$ cat config.mk
export PLATFORM = sky130hd
export DESIGN_NAME = ptw_walker
export DESIGN_NICKNAME = d
export VERILOG_FILES = /design/src/rtl/ptw_pkg.sv /design/src/rtl/ptw_perm_check.sv /design/src/rtl/ptw_entry_addr.sv /design/src/rtl/ptw_walker.sv
export SDC_FILE = /design/constraint.sdc
export NUM_CORES = 1
export LEC_CHECK = 0
export BUFFER_PORTS_ARGS = -buffer_cell sky130_fd_sc_hd__buf_4
export CAP_MARGIN = 20
export CORE_UTILIZATION = 57
export CTS_BUF_LIST = sky130_fd_sc_hd__clkbuf_4 sky130_fd_sc_hd__clkbuf_8
export DETAILED_ROUTE_END_ITERATION = 8
export GPL_ROUTABILITY_DRIVEN = 0
export PLACE_DENSITY = 0.88
export SLEW_MARGIN = 20
export SYNTH_ARGS = -nofsm -noshare
export SYNTH_HDL_FRONTEND = slang
export SYNTH_SLANG_ARGS = --single-unit
$ cat constraint.sdc
create_clock -name clk -period 4.4 [get_ports clk]
set_clock_uncertainty 0.2 [all_clocks]
set_input_delay 0.44 -clock clk [delete_from_list [all_inputs] [get_ports clk]]
set_output_delay 0.44 -clock clk [all_outputs]
set_load 0.02 [all_outputs]
$ cat src/rtl/ptw_pkg.sv
package ptw_pkg;

    // Entry flag positions decoded by the checker stage
    localparam int PTE_V_BIT = 0;
    localparam int PTE_W_BIT = 1;
    localparam int PTE_U_BIT = 2;
    localparam int PTE_FLAGS = 3;

    typedef enum logic [1:0] {
        ST_IDLE  = 2'd0,
        ST_ISSUE = 2'd1,
        ST_WAIT  = 2'd2,
        ST_RESP  = 2'd3
    } walk_st_e;

    typedef enum logic [1:0] {
        CHK_OK   = 2'd0,
        CHK_PAGE = 2'd1,
        CHK_PROT = 2'd2
    } chk_res_e;

endpackage

$ cat src/rtl/ptw_perm_check.sv
module ptw_perm_check
    import ptw_pkg::*;
(
    input  logic [PTE_FLAGS-1:0] flags,
    input  logic                 is_write,
    input  logic                 is_user,
    output chk_res_e             res
);

    always_comb begin
        if (!flags[PTE_V_BIT]) begin
            // absence beats any rights problem
            res = CHK_PAGE;
        end else if ((is_write && !flags[PTE_W_BIT]) ||
                     (is_user  && !flags[PTE_U_BIT])) begin
            res = CHK_PROT;
        end else begin
            res = CHK_OK;
        end
    end

endmodule

$ cat src/rtl/ptw_entry_addr.sv
module ptw_entry_addr #(
    parameter int AW        = 32,
    parameter int IDX_W     = 10,
    parameter int LEVELS    = 2,
    parameter int ENT_BYTES = 4,
    parameter int LVL_W     = 1
) (
    input  logic [LEVELS*IDX_W-1:0] vpn,
    input  logic [AW-1:0]           base,
    input  logic [LVL_W-1:0]        level,
    output logic [AW-1:0]           addr
);

    localparam int SH = $clog2(ENT_BYTES);

    logic [IDX_W-1:0] idx [LEVELS];
    logic [IDX_W-1:0] sel;

    // level 0 takes the most significant slice of the page number
    for (genvar g = 0; g < LEVELS; g++) begin : g_slice
        assign idx[g] = vpn[(LEVELS-1-g)*IDX_W +: IDX_W];
    end

    always_comb begin
        sel = '0;
        for (int i = 0; i < LEVELS; i++) begin
            if (level == LVL_W'(i)) sel = idx[i];
        end
        addr = base + (AW'(sel) << SH);
    end

endmodule

$ cat src/rtl/ptw_walker.sv
module ptw_walker
    import ptw_pkg::*;
#(
    parameter int VA_W      = 32,
    parameter int PA_W      = 32,
    parameter int OFF_W     = 12,
    parameter int IDX_W     = 10,
    parameter int LEVELS    = 2,
    parameter int PTE_W     = 32,
    parameter int ENT_BYTES = 4
) (
    input  logic             clk,
    input  logic             rst_n,
    input  logic             req_valid,
    output logic             req_ready,
    input  logic [VA_W-1:0]  req_vaddr,
    input  logic             req_write,
    input  logic             req_user,
    input  logic [PA_W-1:0]  ptbr,
    output logic             mem_req_valid,
    output logic [PA_W-1:0]  mem_req_addr,
    input  logic             mem_rsp_valid,
    input  logic [PTE_W-1:0] mem_rsp_data,
    output logic             done,
    output logic [PA_W-1:0]  paddr,
    output logic             page_fault,
    output logic             prot_fault
);

    localparam int LVL_W = (LEVELS > 1) ? $clog2(LEVELS) : 1;
    localparam int PPN_W = PA_W - OFF_W;
    localparam logic [LVL_W-1:0] LAST_LVL = LVL_W'(LEVELS - 1);

    typedef struct packed {
        walk_st_e           st;
        logic [LVL_W-1:0]   lvl;
        logic [VA_W-1:0]    va;
        logic               wr;
        logic               usr;
        logic [PA_W-1:0]    tbase;
        logic [PA_W-1:0]    pa;
        logic               pf;
        logic               xf;
    } walk_regs_t;

    walk_regs_t r_d, r_q;

    chk_res_e         chk;
    logic [PPN_W-1:0] rsp_ppn;
    logic [PA_W-1:0]  ent_addr;
    logic             unused_pte_bits;

    assign rsp_ppn         = PPN_W'(mem_rsp_data >> OFF_W);
    assign unused_pte_bits = ^mem_rsp_data[OFF_W-1:PTE_FLAGS];

    ptw_perm_check u_perm (
        .flags    (mem_rsp_data[PTE_FLAGS-1:0]),
        .is_write (r_q.wr),
        .is_user  (r_q.usr),
        .res      (chk)
    );

    ptw_entry_addr #(
        .AW        (PA_W),
        .IDX_W     (IDX_W),
        .LEVELS    (LEVELS),
        .ENT_BYTES (ENT_BYTES),
        .LVL_W     (LVL_W)
    ) u_eaddr (
        .vpn   (r_q.va[OFF_W +: LEVELS*IDX_W]),
        .base  (r_q.tbase),
        .level (r_q.lvl),
        .addr  (ent_addr)
    );

    always_comb begin
        r_d = r_q;
        case (r_q.st)
            ST_IDLE: begin
                if (req_valid) begin
                    r_d.va    = req_vaddr;
                    r_d.wr    = req_write;
                    r_d.usr   = req_user;
                    r_d.tbase = ptbr;
                    r_d.lvl   = '0;
                    r_d.pa    = '0;
                    r_d.pf    = 1'b0;
                    r_d.xf    = 1'b0;
                    r_d.st    = ST_ISSUE;
                end
            end
            ST_ISSUE: begin
                r_d.st = ST_WAIT;
            end
            ST_WAIT: begin
                if (mem_rsp_valid) begin
                    case (chk)
                        CHK_PAGE: begin
                            r_d.pf = 1'b1;
                            r_d.pa = '0;
                            r_d.st = ST_RESP;
                        end
                        CHK_PROT: begin
                            r_d.xf = 1'b1;
                            r_d.pa = '0;
                            r_d.st = ST_RESP;
                        end
                        default: begin
                            if (r_q.lvl == LAST_LVL) begin
                                r_d.pa = {rsp_ppn, r_q.va[OFF_W-1:0]};
                                r_d.st = ST_RESP;
                            end else begin
                                r_d.tbase = {rsp_ppn, OFF_W'(0)};
                                r_d.lvl   = r_q.lvl + LVL_W'(1);
                                r_d.st    = ST_ISSUE;
                            end
                        end
                    endcase
                end
            end
            ST_RESP: begin
                r_d.st = ST_IDLE;
            end
            default: begin
                r_d.st = ST_IDLE;
            end
        endcase
    end

    always_ff @(posedge clk) begin
        if (!rst_n) begin
            r_q <= '0;
        end else begin
            r_q <= r_d;
        end
    end

    assign req_ready     = (r_q.st == ST_IDLE);
    assign mem_req_valid = (r_q.st == ST_ISSUE);
    assign mem_req_addr  = ent_addr;
    assign done          = (r_q.st == ST_RESP);
    assign paddr         = r_q.pa;
    assign page_fault    = r_q.pf;
    assign prot_fault    = r_q.xf;

endmodule

==> flow_summary.toml <==
[route]
post_drt_wl_per_cell_um = 16.0
drt_iter0_markers = 292
wl_um = 13800
drtPass1Iterations = 7
detail-route-antenna-nets = 0
drc = 0
vias = 4958
post_drt_via_cell_ratio = 5.75

[critical_path]
path_class = "reg2out"
start_kind = "register"
crit_fanout = 13
critPathArrivalTime_ns = 3.39
startpoint = "r_q[100]$_SDFFE_PN0P_"
cp-end-kind = "output pin"
r2r_start = "r_q[102]$_SDFFE_PN0P_"
required_ns = 3.76

[power]
power_density_nw_per_um2 = 321
leakage_uw = 0.00292
p_clk_share_pct = 28.3
pwr-share-seq_pct = 49.7
ir_drop_uv = 173
p_int_uw = 1420
switchingPower_uw = 656
p_sw_share_pct = 31.6
combPwrFrac_pct = 22.0
p_total_uw = 2080

[timing]
slew_violations = 0
fin_crit_ns = 4.03
setup_viol = 0
fmax_mhz = 248
slew_headroom_pct = 32.6
tns_ns = 0
final-hold-violation-count = 0
rsz0062_at_grt = "false"
max_slew.worst_pin.slew_ns = 1.01
fin_crit_sh_pct = 91.6

[flow_run]
maxCapViolCount = 0

[clock_tree]
insertion_delay_ns = 0.37
cts_inserted_buffers = 9
cts_setup_buffers = 0
clk_pin_slew_ns = 0.11
clkSinkCount = 103
ctsResizeCount = 0
ctsHtreeMaxLevel = 3
cts_tree = "yes"
cts_buffer_depth = 2
hold_buffers = 0
cts-root-buf = "clkbuf_8"

[floorplan]
ios = 171
fp.dieW_um = 98.9
core_um2 = 8890
die_area_um2 = 9780
rows = 34
die_h_um = 98.9
initial_utilization_pct = 60.2

[outcome]
outcome = "finished clean"

[yosys]
ys_ff_latch = 103
yosysWarnings = 0
synthFlopType = "dfxtp_1"
postSynthCellCount = 653
synth_area_leaders = "dfxtp_1 (39%), nand2_1 (10%), nand3_1 (8.2%), a21boi_1 (5.6%), buf_4 (5.5%)"
synthAdderAreaFrac_pct = 2.71
synth_fp_nets = 766
synth-compound-area-share_pct = 20.6
ys_types = 45
yosysMostFrequentCell = "nand2_1"
synth_xor_area_share_pct = 4.42
synth_area_um2 = 5350
synth_simple_gate_area_share_pct = 22.4
muxShareOfSynthArea_pct = 2.27
syn_avg_cell_area_um2 = 8.20
synth.yosys.seq_area_share_pct = 38.5
synth-edff-count = 0
netlist.area_leader.share_pct = 38.5
synth-async-reset-ratio_pct = 0
synth_top_family_by_area = "simple AND/OR/NAND/NOR gates"
synthTopCellsByCount = "nand2_1 (142), dfxtp_1 (103), nand3_1 (88), a21boi_1 (40), buf_4 (39)"
yosys.area.top_type = "dfxtp_1"

[grt]
antenna_found_initial = 0
top_usage_layer = "met2"
grt.total_usage_pct = 28.4
grt_pass1_vias = 4697
grt-ovfl-total = 0
grt_max_degree = 102
grt_use_met3_pct = 4.96
grt_first_pass_wirelength_um = 22000
use_met1_pct = 35.5
grt_use_met2_pct = 48.0

[layout]
drive_above_1_share_pct = 26.5
utilization_pct = 72.8
num-nets-final = 863
antenna_cells = 0
areaGrowthSynthToFinish_pct = 20.9

[placement]
portBuffers = 161
dp_hpwl_um = 9780

[min_path]
hp-class = "in2reg"
holdCritStartpoint = "req_vaddr[6]"
logic make-up (layout without fill, tap and decap cells):
logic type                 after synthesis  count (layout)
AOI/OAI and AO/OA                      142             142
DFF                                    103             103
and+or+nand+nor                        273             273
adders and majority gates               11              11
xor gates and xnor gates                27              27
buffers and inverters                   86             188
muxes                                   11              11
power groups by stage:
stage          Sequential (uW)  Combinational, uW  Clock, uW
2_1_floorplan             1040                289          0
3_3_place_gp              1050                444          0
3_5_place_dp              1050                453          0
4_1_cts                   1030                456        598
5_1_grt                   1040                495        644
6_report                  1030                457        588
worst max-delay path: stages, from the launching register on:
cell,delay (ns)
dfxtp_1,0.70
mux2_2,0.41
ha_1,0.19
inv_1,0.07
fa_1,0.19
nand2b_1,0.15
a21oi_2,0.09
a2111oi_2,0.44
o22a_2,0.34
nand2b_1,0.15
xnor2_1,0.13
buf_4,0.17
state kept, by name (all words and copies together) (netlist names):
| signal | flops |
|---|---|
| r_q | 69 |
| page_fault | 1 |
| paddr | 32 |
| prot_fault | 1 |
worst paths after layout:
path / to / slack (ns) / depth (start not counted)
hold reg to reg: paddr[4]$_SDFFE_PN0P_ / 0.26 / 2
setup reg to reg: r_q[35]$_SDFFE_PN0P_ / 1.56 / 6
hold / removal: r_q[74]$_SDFFE_PN0P_ / 0.11 / 3
setup / recovery: mem_req_addr[16] / 0.37 / 11
cell usage in the layout (no fill, tap or decap), types with 16 or more instances in the layout:
cell,n
a21boi_0,38
nor2_1,16
dfxtp_1,103
xnor2_1,18
a21boi_1,40
nand3_1,88
nand2_1,141
buf_4,165
o211a_1,20
layout make-up:
class / instances / area, um2
inverter: 7 / 26.3
clock buffer: 10 / 138
tap: 108 / 135
fill: 698 / 2420
multi-input combinational: 464 / 2810
timing repair buffer: 165 / 1240
clock inverter: 6 / 61.3
sequential: 103 / 2060
per-stage QoR:
stage / setup slack [ns] / hold slack, ns / instances / area [um2]
after global routing: 0.213 / 0.110 / 863 / 6470
after detailed placement: 0.820 / 0.243 / 847 / 6270
after CTS: 0.399 / 0.0994 / 863 / 6470
after global placement: 0.887 / 0.239 / 847 / 6270
after floorplan: 1.07 / 0.231 / 653 / 5350
final: 0.369 / 0.110 / 863 / 6470
layer usage:
metal,share of wire [%],vias up
met5,0,-
met4,3.1,0
met3,7.1,33
met2,49,222
met1,41,2301
li1,-,2402
Note: power is estimated with default switching activity, not from simulation.
